<file path="src/rtl/ee_guard_pkg.sv">
`timescale 1ns/1ps
package ee_guard_pkg;

    localparam int NBLK    = 5;
    localparam int OFF_W   = 12;
    localparam int REG_W   = 8;
    localparam int ARRAY_LO = 'hD00;

    localparam int BIT_BULK = 7;
    localparam int BIT_NONE = 6;
    localparam int BIT_CFG  = 4;

    localparam logic [REG_W-1:0] RESET_VAL = 8'hBF;
    localparam logic [REG_W-1:0] REG_MASK  = ~(REG_W'(1) << BIT_NONE);

    typedef enum logic [1:0] {
        OP_PROG = 2'b00,
        OP_ROW  = 2'b01,
        OP_BULK = 2'b10,
        OP_RSVD = 2'b11
    } ee_op_e;

    typedef struct packed {
        logic [REG_W-1:0] prot;
        logic             clr_used;
    } prot_state_t;

    function automatic int blk_size(int i);
        case (i)
            0:       return 32;
            1:       return 64;
            2:       return 128;
            3:       return 288;
            default: return 256;
        endcase
    endfunction

    function automatic int blk_lo(int i);
        int s;
        s = ARRAY_LO;
        for (int k = 0; k < i; k++) s += blk_size(k);
        return s;
    endfunction

    function automatic int blk_bit(int i);
        return (i == 4) ? 5 : i;
    endfunction

endpackage

</file>
<file path="src/rtl/ee_guard_window.sv">
`timescale 1ns/1ps
module ee_guard_window #(
    parameter int WINDOW = 64
) (
    input  logic clk,
    input  logic rst_n,
    output logic win_open
);
    localparam int CW = $clog2(WINDOW + 1);

    typedef struct packed {
        logic [CW-1:0] cnt;
    } win_state_t;

    win_state_t st_d, st_q;

    always_comb begin
        st_d = st_q;
        if (st_q.cnt < CW'(WINDOW)) st_d.cnt = st_q.cnt + CW'(1);
    end

    always_ff @(posedge clk or negedge rst_n) begin
        if (!rst_n) st_q <= '0;
        else        st_q <= st_d;
    end

    assign win_open = (st_q.cnt < CW'(WINDOW));


    cnt_bound_chk: assert property (@(posedge clk) disable iff (!rst_n)
        st_q.cnt <= CW'(WINDOW));


    win_stays_shut_chk: assert property (@(posedge clk) disable iff (!rst_n)
        !$past(win_open) |-> !win_open);

endmodule

</file>
<file path="src/rtl/ee_guard_reg.sv">
`timescale 1ns/1ps
module ee_guard_reg
    import ee_guard_pkg::*;
(
    input  logic             clk,
    input  logic             rst_n,
    input  logic             special_mode,
    input  logic             win_open,
    input  logic             wr_en,
    input  logic [REG_W-1:0] wr_data,
    output logic [REG_W-1:0] prot
);
    prot_state_t st_d, st_q;
    logic        clear_ok;
    logic [REG_W-1:0] wmask;

    always_comb begin
        st_d     = st_q;
        wmask    = wr_data & REG_MASK;
        clear_ok = special_mode | (win_open & ~st_q.clr_used);
        if (wr_en) begin
            if (clear_ok) st_d.prot = wmask;
            else          st_d.prot = st_q.prot | wmask;
            if (!special_mode && win_open) st_d.clr_used = 1'b1;
        end
    end

    always_ff @(posedge clk or negedge rst_n) begin
        if (!rst_n) begin
            st_q.prot     <= RESET_VAL;
            st_q.clr_used <= 1'b0;
        end else begin
            st_q <= st_d;
        end
    end

    assign prot = st_q.prot;


    bits_sticky_chk: assert property (@(posedge clk) disable iff (!rst_n)
        !$past(clear_ok) |-> ((st_q.prot & $past(st_q.prot)) == $past(st_q.prot)));


    clear_in_window_chk: assert property (@(posedge clk) disable iff (!rst_n)
        $rose(st_q.clr_used) |-> $past(win_open));


    unused_bit_zero_chk: assert property (@(posedge clk) disable iff (!rst_n)
        st_q.prot[BIT_NONE] == 1'b0);

endmodule

</file>
<file path="src/rtl/ee_guard_decode.sv">
`timescale 1ns/1ps
module ee_guard_decode
    import ee_guard_pkg::*;
(
    input  logic [OFF_W-1:0] off,
    output logic [NBLK-1:0]  hit,
    output logic             below
);
    logic [OFF_W:0] off_x;
    assign off_x = {1'b0, off};
    assign below = (off_x < (OFF_W+1)'(ARRAY_LO));

    for (genvar i = 0; i < NBLK; i++) begin : g_blk
        localparam logic [OFF_W:0] LO = (OFF_W+1)'(blk_lo(i));
        localparam logic [OFF_W:0] HI = (OFF_W+1)'(blk_lo(i) + blk_size(i));
        assign hit[i] = (off_x >= LO) && (off_x < HI);
    end

    always_comb begin

        blk_onehot_chk: assert ($onehot0(hit));

        blk_cover_chk: assert (below ^ (|hit));
    end

endmodule

</file>
<file path="src/rtl/ee_guard.sv">
`timescale 1ns/1ps
module ee_guard
    import ee_guard_pkg::*;
#(
    parameter int WINDOW = 64
) (
    input  logic             clk,
    input  logic             rst_n,
    input  logic             special_mode,
    input  logic             reg_wr,
    input  logic [7:0]       reg_wdata,
    output logic [7:0]       reg_rdata,
    input  logic [1:0]       req_op,
    input  logic             req_cfg,
    input  logic [11:0]      req_off,
    output logic             req_grant,
    output logic             req_not_array
);
    logic             win_open;
    logic [REG_W-1:0] prot;
    logic [NBLK-1:0]  hit;
    logic [NBLK-1:0]  blk_prot;
    logic             below;
    logic             any_open;
    logic             all_clear;
    logic             bulk_prot;
    ee_op_e           op;

    ee_guard_window #(.WINDOW(WINDOW)) u_win (
        .clk      (clk),
        .rst_n    (rst_n),
        .win_open (win_open)
    );

    ee_guard_reg u_reg (
        .clk          (clk),
        .rst_n        (rst_n),
        .special_mode (special_mode),
        .win_open     (win_open),
        .wr_en        (reg_wr),
        .wr_data      (reg_wdata),
        .prot         (prot)
    );

    ee_guard_decode u_dec (
        .off   (req_off),
        .hit   (hit),
        .below (below)
    );

    for (genvar i = 0; i < NBLK; i++) begin : g_map
        assign blk_prot[i] = prot[blk_bit(i)];
    end

    assign op        = ee_op_e'(req_op);
    assign bulk_prot = prot[BIT_BULK];
    assign any_open  = |(hit & ~blk_prot);
    assign all_clear = ~|blk_prot;

    always_comb begin
        req_grant = 1'b0;
        if (req_cfg) begin
            req_grant = (op != OP_RSVD) && (special_mode || !prot[BIT_CFG]);
        end else begin
            case (op)
                OP_PROG: req_grant = !below && any_open;
                OP_ROW:  req_grant = !below && any_open && !bulk_prot;
                OP_BULK: req_grant = !bulk_prot && all_clear;
                default: req_grant = 1'b0;
            endcase
        end
    end

    assign req_not_array = !req_cfg && below;
    assign reg_rdata     = prot;


    below_refused_chk: assert property (@(posedge clk) disable iff (!rst_n)
        (req_not_array && req_op != 2'b10) |-> !req_grant);


    bulk_needs_clear_chk: assert property (@(posedge clk) disable iff (!rst_n)
        (req_grant && !req_cfg && req_op == 2'b10) |-> ((reg_rdata & 8'hAF) == 8'h00));


    cfg_guard_chk: assert property (@(posedge clk) disable iff (!rst_n)
        (req_grant && req_cfg && !special_mode) |-> !reg_rdata[4]);


    rsvd_refused_chk: assert property (@(posedge clk) disable iff (!rst_n)
        (req_op == 2'b11) |-> !req_grant);

endmodule

</file>
<file path="config.mk">
export PLATFORM = sky130hd
export DESIGN_NAME = ee_guard
export DESIGN_NICKNAME = d
export VERILOG_FILES = /design/src/rtl/ee_guard_pkg.sv /design/src/rtl/ee_guard_window.sv /design/src/rtl/ee_guard_reg.sv /design/src/rtl/ee_guard_decode.sv /design/src/rtl/ee_guard.sv
export SDC_FILE = /design/constraint.sdc
export NUM_CORES = 1
export LEC_CHECK = 0
export BUFFER_PORTS_ARGS = -buffer_cell sky130_fd_sc_hd__buf_2
export CAP_MARGIN = 20
export CELL_PAD_IN_SITES_DETAIL_PLACEMENT = 1
export CELL_PAD_IN_SITES_GLOBAL_PLACEMENT = 2
export CORE_AREA = 2 2 47 81
export CTS_CLUSTER_SIZE = 8
export DETAILED_ROUTE_END_ITERATION = 8
export DIE_AREA = 0 0 49 83
export PLACE_DENSITY_LB_ADDON = 0.05
export SLEW_MARGIN = 20
export SYNTH_ARGS = -nofsm -noshare
export SYNTH_HDL_FRONTEND = slang
export SYNTH_SLANG_ARGS = --single-unit
export TNS_END_PERCENT = 30
</file>
<file path="constraint.sdc">
create_clock -name clk -period 1.2 [get_ports clk]
set_input_delay 0.06 -clock clk [delete_from_list [all_inputs] [get_ports clk]]
set_output_delay 0.06 -clock clk [all_outputs]
set_load 0.02 [all_outputs]
</file>
==> results of run 1 <==
[critical path: stages (launching register included)]
cell and delay [ns]:
dfstp_2 0.58, nor2b_4 0.14, a211oi_1 0.05, nor3_1 0.24
a31oi_2 0.11, buf_4 0.17
[timing repair]
action	CTS	global route
pin swaps	1	2
hold buffers	1	0
setup endpoints to repair	8	2
hold endpoints to repair	8	0
gates resized for setup	7	6
[power breakdown]
| part | leakage [nW] | total (mW) | switching (mW) | internal [mW] |
|---|---|---|---|---|
| Combinational | 0.403 | 0.344 | 0.165 | 0.179 |
| Clock | 0.0255 | 0.406 | 0.177 | 0.230 |
| Sequential | 0.166 | 0.588 | 0.0297 | 0.558 |
[placed cells by master, fill, tap and decap left out, drive strengths merged, types with 2 or more instances in the layout]
| master | netlist | routed |
|---|---|---|
| o21ai | 2 | 2 |
| dfstp | 7 | 7 |
| nor3b | 3 | 3 |
| a21oi | 2 | 2 |
| nor4 | 2 | 2 |
| xnor2 | 5 | 5 |
| nand3 | 2 | 2 |
| dfrtp | 8 | 8 |
| inv | 2 | 2 |
| clkbuf | 2 | 3 |
| nand4b | 2 | 2 |
| nor3 | 2 | 2 |
| ha | 5 | 5 |
| a22o | 7 | 7 |
| nor2 | 4 | 4 |
| buf | 8 | 46 |
| nor2b | 2 | 2 |
[sequential cells by signal (all words and copies together), names as in the netlist]
name and cells:
u_reg.prot 7, u_win.st_q 7, u_reg.st_q 1
[cells by family after synthesis]
logic type | Yosys count | synth area share (%)
adders and majority gates | 5 | 7.11
xor gates and xnor gates | 6 | 5.97
other | 1 | 0.426
DFF | 15 | 43.7
AOI/OAI and AO/OA | 18 | 15.6
muxes | 1 | 1.28
and+or+nand+nor | 24 | 17.4
buffers and inverters | 12 | 8.54
[layer usage]
layer  vias to the layer above  global-route usage (%)
li1                        373                       -
met1                       375                    11.5
met2                        19                    24.7
met3                         2                    1.98
met4                         0                    5.45
met5                         -                       0
[through the flow]
step	utilization [%]	setup slack, ns	instance area [um2]	total power, mW	hold WS (ns)
3_5_place_dp	33.9	-0.201	1150	0.910	-0.0154
4_1_cts	36.6	-0.403	1240	1.34	0.0383
3_3_place_gp	33.9	-0.200	1150	0.904	-0.0156
2_1_floorplan	-	-0.00520	891	0.772	-0.236
6_report	37.2	-0.399	1260	1.34	0.0401
5_1_grt	37.2	-0.488	1260	1.42	0.0435
[cell type report]
type                            instances  area, um2
Clock buffer                            3       41.3
Clock inverter                          1       5.00
Fill cell                             416       2130
Inverter                                2       7.51
Multi-Input combinational cell         55        468
Sequential cell                        15        384
Tap cell                               45       56.3
Timing Repair Buffer                   47        303
[worst max path at each step]
stage                       start   endpoint  depth (start not counted)
floorplan           u_reg.prot[1]  req_grant                          4
global placement        req_op[0]  req_grant                          8
detailed placement  u_reg.prot[1]  req_grant                          6
CTS                 u_reg.prot[1]  req_grant                          6
global route        u_reg.prot[1]  req_grant                          6
finish              u_reg.prot[3]  req_grant                          5
==> metrics.txt, run 1 <==
DR vias 769; Worst Path Max Fanout 4; CTS clock-pin slew for the worst setup and hold paths 0.06 ns; worst reg2reg startpoint u_win.st_q[0]; post-synth top area cell dfrtp_1; initial core utilization 25.9%; kind of end point of the critical path output port; hold path cells 2; initial antenna violation count 0; diode count 0; average size of a mapped cell 10.7 um2; Hold Vio Cnt, Final 0; Max Cap Violations 0; status finished with violations; H-tree depth 1; Area growth syn-to-layout 43.8%; Hold/Removal Path Class input pin to flop; R2R depth 3; R2R setup slack 0.06 ns; final wirelength 2.24 mm; # nets final 156; CTS Sinks 15; DR WL met3 around 80 um; CTS Root Cell clkbuf_8; first-pass GRT wire length 3.86 mm; Post-Syn Nets about 110; ys async rst share 100%; maximum clock insertion buffer count 2; highest routed metal layer met4; fmax around 0.63 GHz; Die Span X approximately 49 um; met2 wire len 1.37 mm; FF-to-FF End u_win.st_q[6]; placed insts about 160; Residual DRC 0; synth top area cells dfrtp_1, dfstp_2, ha_1, a22o_1, buf_4; total gr overflow 0; failing checks negative setup slack; # rows 28; post-DP HPWL between 1.5 and 2 mm; Pwr Density 1060 nW/um2; mapped cell area 880 um2; Cells after Synth 82; area share of the largest cell type after synthesis 22.8%; count of warnings emitted by yosys 0; top cells by count, synth buf_4, dfrtp_1, a22o_1, dfstp_2; overall routing resource usage 12.3%; Worst VDD drop about 0.75 mV; Hold Path Origin reg_wdata[0]; min cycle time layout 1.60 ns; vias in the first global route 862; Hold Path Sink u_reg.prot[0]; Post-DRT Antenna Nets 0; TritonRoute pass-1 iters 2; wl on met1 roughly 770 um; GPL Wtd Cong between 0.7 and 0.8; library cells used by synthesis 35; fin worst setup slack -0.399 ns; sequential share of the synthesized area 43.7%; Die H 83 um; Cell Count, Final, Fillers Out 168; flops & latches, synth 15; Ports 37; worst clock skew 0.000498 ns; DRT iter0 DRCs 6; setup TNS -0.399 ns; cts bufs inserted 3; CP arrival ~1.5 ns; WL/cell 13.3 um; Skew-Pair Late Insertion Delay 0.24 ns; largest net degree at the start of global routing 16; DIE AREA just over 4000 um2; LEAKAGE 0.594 nW; core area 3400 um2; EDFF count, synth 0; # port buffers 29; postcts setup bufs 0; post-DR vias/cell roughly 4.6; final setup violation count 1; Startpoint Class flop; Worst Path Required 1.14 ns; layout cell share with drive strength beyond 1 53.7%; Slew Viols, Final 0; Worst Setup Path Type flop to output port; TritonCTS clock tree yes; RSZ-0062 raised after global routing yes; Final period util 133%; prevailing post-synth register cell dfrtp_1
No activity file was read; power rests on OpenSTA's default activity.
==> inputs of run 2 (changes only) <==
--- a/config.mk
+++ b/config.mk
@@ -9,10 +9,10 @@
 export CAP_MARGIN = 20
 export CELL_PAD_IN_SITES_DETAIL_PLACEMENT = 1
 export CELL_PAD_IN_SITES_GLOBAL_PLACEMENT = 2
-export CORE_AREA = 2 2 47 81
+export CORE_AREA = 2 2 48 84
 export CTS_CLUSTER_SIZE = 8
 export DETAILED_ROUTE_END_ITERATION = 8
-export DIE_AREA = 0 0 49 83
+export DIE_AREA = 0 0 50 86
 export PLACE_DENSITY_LB_ADDON = 0.05
 export SLEW_MARGIN = 20
 export SYNTH_ARGS = -nofsm -noshare
==> constraint.sdc (replaced) <==
create_clock -name clk -period 1.34 [get_ports clk]
set_input_delay 0.067 -clock clk [delete_from_list [all_inputs] [get_ports clk]]
set_output_delay 0.067 -clock clk [all_outputs]
set_load 0.02 [all_outputs]
==> metrics.txt, run 2 (synthesis gave the netlist of run 1 again) <==
Pwr Density 962 nW/um2 (-9.1%); H-tree depth 1 (unchanged); DIE AREA 4300 um2 (+5.7%); commonest non-fill, non-tap cells in the layout buf_2, buf_4, dfrtp_1; # nets final 152 (-2.6%); Die H 86 um (+3.6%); DRT iter0 DRCs 15 (+9); Ports 37 (unchanged); fmax 0.649 GHz; total gr overflow 0 (unchanged); CP max stage delay 0.56 ns (-0.02 ns); vias in the first global route 830 (-3.7%); overall routing resource usage 11.6% (-0.73 points); Worst Setup Path Type flop to output port; final wirelength 2.18 mm (-2.6%); largest net degree at the start of global routing 16 (unchanged); DR vias 758 (-1.4%); status finished with violations; Hold/Removal Path Class input pin to flop; most common cell after layout, fill and taps aside buf_2; Power Total 1.15 mW (-14%); Post-DRT Antenna Nets 0 (unchanged); WHS 0.0547 ns (+0.0146 ns); filler cell count 426 (+2.4%); first-pass GRT wire length 3.80 mm (-1.5%); Worst VDD drop 0.547 mV (-27%); final setup violation count 1 (unchanged); worst clock skew 0.00172 ns (+0.00122 ns); core area 3590 um2 (+5.7%); TritonCTS clock tree yes; # rows 29 (+3.6%); busiest grt layer met2; Residual DRC 0 (unchanged); WL/cell 13.2 um (-0.82%); CTS Root Cell clkbuf_8; Slew Viols, Final 0 (unchanged); GPL Wtd Cong 0.650 (-12%); postcts setup bufs 0 (unchanged); Hold Vio Cnt, Final 0 (unchanged); met3 usage 1.39% (-0.58 points); GRT met2 Usage 21.9% (-2.8 points); CTS Sinks 15 (unchanged); failing checks negative setup slack; CP max stage cell dfstp_2; diode count 0 (unchanged); critical path, cell by cell and3b_1, o31ai_2, a31oi_1, buf_4; LEAKAGE 0.558 nW (-6.1%); CP arrival 1.47 ns (-0.07 ns); Top Registers u_reg.prot: 7 flops, u_win.st_q: 7 flops, u_reg.st_q: 1 flops; Worst Path Max Fanout 4 (unchanged); TritonRoute pass-1 iters 2 (unchanged); min cycle time layout 1.54 ns; Final period util 115%; initial antenna violation count 0 (unchanged); CTS clock-pin slew for the worst setup and hold paths 0.06 ns (about the same); Startpoint Class flop; GR Layer Usage met1 11.9% (+0.34 points); cts bufs inserted 3 (unchanged); post-DR vias/cell 4.59 (+0.36%); Skew-Pair Late Insertion Delay 0.24 ns (about the same); post-DP HPWL 1.85 mm (-2.6%); Worst Path Required 1.27 ns (+0.13 ns); Die Span X 50 um (+2.0%); # port buffers 29 (unchanged); kind of end point of the critical path output port; maximum clock insertion buffer count 2 (unchanged); layout cell share with drive strength beyond 1 49.6% (-4.1 points); RSZ-0062 raised after global routing yes; fin worst setup slack -0.201 ns (+0.199 ns); Max Cap Violations 0 (unchanged); initial core utilization 24.5% (-1.4 points); Area growth syn-to-layout 36.3%
[run 2: metrics by stage]
stage	setup slack, ns	instance area (um2)	utilization [%]	TNS [ns]	cells
finish	-0.201	1200	33.4	-0.201	165
global route	-0.285	1200	33.4	-0.285	165
global placement	-0.0514	1110	31.0	-0.0514	160
CTS	-0.220	1190	33.2	-0.220	165
detailed placement	-0.0507	1110	31.0	-0.0507	160
floorplan	0.0524	880	-	0	82
[run 2: critical path: cells and delay by family (launching register included)]
kind,cells,cell delay (ns)
buffers and inverters,1,0.16
DFF,1,0.56
and+or+nand+nor,1,0.19
AOI/OAI and AO/OA,2,0.33
[run 2: cell type report]
type / instances / area (um2) / area share, %
multi-input cells: 55 / 449 / 37.5
flip-flops and latches: 15 / 384 / 32.0
repair buffers: 43 / 255 / 21.3
well taps: 46 / 57.6 / 4.80
clock buffers: 4 / 45.0 / 3.76
inverters: 2 / 7.51 / 0.626
[run 2: repair_timing]
action	CTS	global route
resized for setup	4	2
pin swaps	4	2
hold endpoints to repair	8	0
hold buffers	1	0
endpoints found under the setup margin	1	1
[run 2: final timing paths]
check / startpoint / endpoint / slack (ns) / depth (start not counted)
hold / removal: reg_wdata[2] / u_reg.prot[2] / 0.05 / 2
min in group asynchronous: rst_n / u_win.st_q[4] / 0.25 / 2
hold reg to reg: u_reg.st_q[0] / u_reg.st_q[0] / 0.46 / 1
setup / recovery: u_reg.prot[2] / req_grant / -0.20 / 4
setup reg to reg: u_win.st_q[0] / u_win.st_q[6] / 0.17 / 3
max in group asynchronous: rst_n / u_reg.prot[0] / 0.80 / 2
[run 2: power breakdown]
group / switching (mW) / internal (mW) / leakage, nW
Combinational: 0.140 / 0.133 / 0.369
Clock: 0.146 / 0.210 / 0.0228
Sequential: 0.0238 / 0.500 / 0.166
[run 2: layer usage]
layer / wire, um / vias to the layer above
met5: 0 / -
met3: 73 / 2
li1: - / 365
met4: 23 / 0
met2: 1310 / 19
met1: 777 / 372
==> inputs of run 3 (changes only) <==
--- a/config.mk
+++ b/config.mk
@@ -13,7 +13,8 @@
 export CTS_CLUSTER_SIZE = 8
 export DETAILED_ROUTE_END_ITERATION = 8
 export DIE_AREA = 0 0 50 86
-export PLACE_DENSITY_LB_ADDON = 0.05
+export MAX_ROUTING_LAYER = met4
+export PLACE_DENSITY_LB_ADDON = 0.3
 export SLEW_MARGIN = 20
 export SYNTH_ARGS = -nofsm -noshare
 export SYNTH_HDL_FRONTEND = slang
==> metrics.txt, run 3 (synthesis gave the netlist of run 1 again) <==
status finished with violations; failing checks negative setup slack; worst reg2reg startpoint u_win.st_q[0]; Tightest Pin Transition between 0.5 and 0.6 ns; diode count 0 (unchanged); H-tree depth 1 (unchanged); CTS Root Cell clkbuf_8; Startpoint Class flop; cts bufs inserted 3 (unchanged); DR vias 756 (-0.26%); GPL Wtd Cong 0.780 (+20%); most common cell after layout, fill and taps aside buf_2; critical path, cell by cell and3b_1, o31ai_2, a31oi_1, buf_2; Worst Path Required 1.27 ns (about the same); # nets final 152 (unchanged); Hold/Removal Path Class input pin to flop; R2R setup slack 0.18 ns (about the same); Ports 37 (unchanged); Residual DRC 0 (unchanged); worst setup path endpoint req_grant; Slew Viols, Final 0 (unchanged); initial core utilization 24.5% (unchanged); LEAKAGE 0.558 nW (about the same); DIE AREA 4300 um2 (unchanged); overall routing resource usage 12.0% (+0.43 points); CTS clock-pin slew for the worst setup and hold paths 0.06 ns (about the same); Max Cap Violations 0 (unchanged); first-pass GRT wire length 3.86 mm (+1.7%); fmax 0.653 GHz (+0.63%); final wirelength 2.17 mm (-0.64%); Worst Path Max Fanout 4 (unchanged); post-DR vias/cell 4.58 (-0.26%); CTS Sinks 15 (unchanged); vias in the first global route 883 (+6.4%); worst clock skew 0.000899 ns (-0.000822 ns); Max-slew headroom 64.2%; kind of end point of the critical path output port; Skew-Pair Late Insertion Delay 0.24 ns (about the same); fin worst setup slack -0.191 ns (+0.00957 ns); commonest non-fill, non-tap cells in the layout buf_2, buf_4, dfrtp_1; maximum clock insertion buffer count 2 (unchanged); Worst Setup Path Type flop to output port; Hold Vio Cnt, Final 0 (unchanged); # rows 29 (unchanged); CP max stage cell dfstp_2; final setup violation count 1 (unchanged); Pwr Density 966 nW/um2 (+0.46%); CP startpoint u_reg.prot[2]; DRT iter0 DRCs 16 (+1); TritonCTS clock tree yes; RSZ-0062 raised after global routing yes; initial antenna violation count 0 (unchanged); Final period util 114% (-0.71 points); Die H 86 um (unchanged); CP arrival 1.46 ns (about the same); layout cell share with drive strength beyond 1 48.7% (-0.84 points); core area 3590 um2 (unchanged); CP max stage delay 0.55 ns (about the same); TritonRoute pass-1 iters 4 (+2); largest net degree at the start of global routing 16 (unchanged); WL/cell 13.1 um (-0.64%); Top Registers u_reg.prot: 7 flops, u_win.st_q: 7 flops, u_reg.st_q: 1 flops; Hold Path Origin reg_wdata[4]; Worst VDD drop 0.544 mV (-0.50%); total gr overflow 0 (unchanged); R2R depth 3 (unchanged); post-DP HPWL 1.75 mm (-5.9%); Power Total 1.15 mW (-0.27%); min cycle time layout 1.53 ns (-0.00957 ns); WHS 0.0555 ns (+0.000807 ns); Post-DRT Antenna Nets 0 (unchanged); # port buffers 29 (unchanged); Die Span X 50 um (unchanged); FF-to-FF End u_win.st_q[6]; Area growth syn-to-layout 35.3%
==> run 3: final cells by class <==
| type | count | area [um2] |
|---|---|---|
| multi-input combinational | 55 | 443 |
| timing repair buffer | 43 | 253 |
| tap | 46 | 57.6 |
| inverter | 2 | 7.51 |
| fill | 420 | 2400 |
| sequential | 15 | 384 |
| clock buffer | 4 | 45.0 |
==> run 3: how the worst min path moves through the flow <==
stage / endpoint / slack [ns] / depth (start not counted)
2_1_floorplan: u_reg.st_q[0] / -0.23 / 0
3_3_place_gp: u_win.st_q[3] / -0.01 / 1
3_5_place_dp: u_win.st_q[3] / -0.009 / 1
4_1_cts: u_reg.prot[4] / 0.05 / 2
5_1_grt: u_reg.prot[7] / 0.05 / 2
6_report: u_reg.prot[4] / 0.06 / 2
==> run 3: what timing repair did <==
item,in CTS,in global routing
resized for setup,3,1
setup buffers,2,0
hold endpoints to repair,8,0
setup endpoints to repair,1,1
hold buffers,1,0
pin swaps,3,0
==> run 3: critical path: cells and delay by family (launching register included) <==
kind | cells | cell delay, ns
buffers and inverters | 1 | 0.16
and+or+nand+nor | 1 | 0.19
DFF | 1 | 0.55
AOI/OAI and AO/OA | 2 | 0.32
==> run 3: report_power, final <==
| part | switching, mW | internal, mW |
|---|---|---|
| Clock | 0.146 | 0.210 |
| Combinational | 0.137 | 0.134 |
| Sequential | 0.0236 | 0.500 |
==> run 3: layer usage <==
layer  up-vias  wire, um  GRT usage, %
met3         2        83          1.39
met1       368       757          12.3
li1        366         -             -
met4         0        14          4.55
met2        20      1310          22.5
met5         -         0             -
==> run 3: stage by stage <==
step | setup slack, ns | instance area (um2) | setup TNS, ns | util, % | std cells
3_3_place_gp | -0.0391 | 1100 | -0.0391 | 30.5 | 158
4_1_cts | -0.222 | 1180 | -0.222 | 33.0 | 165
5_1_grt | -0.297 | 1190 | -0.297 | 33.1 | 165
2_1_floorplan | 0.0524 | 880 | 0 | - | 82
6_report | -0.191 | 1190 | -0.191 | 33.1 | 165
3_5_place_dp | -0.0601 | 1100 | -0.0601 | 30.5 | 158
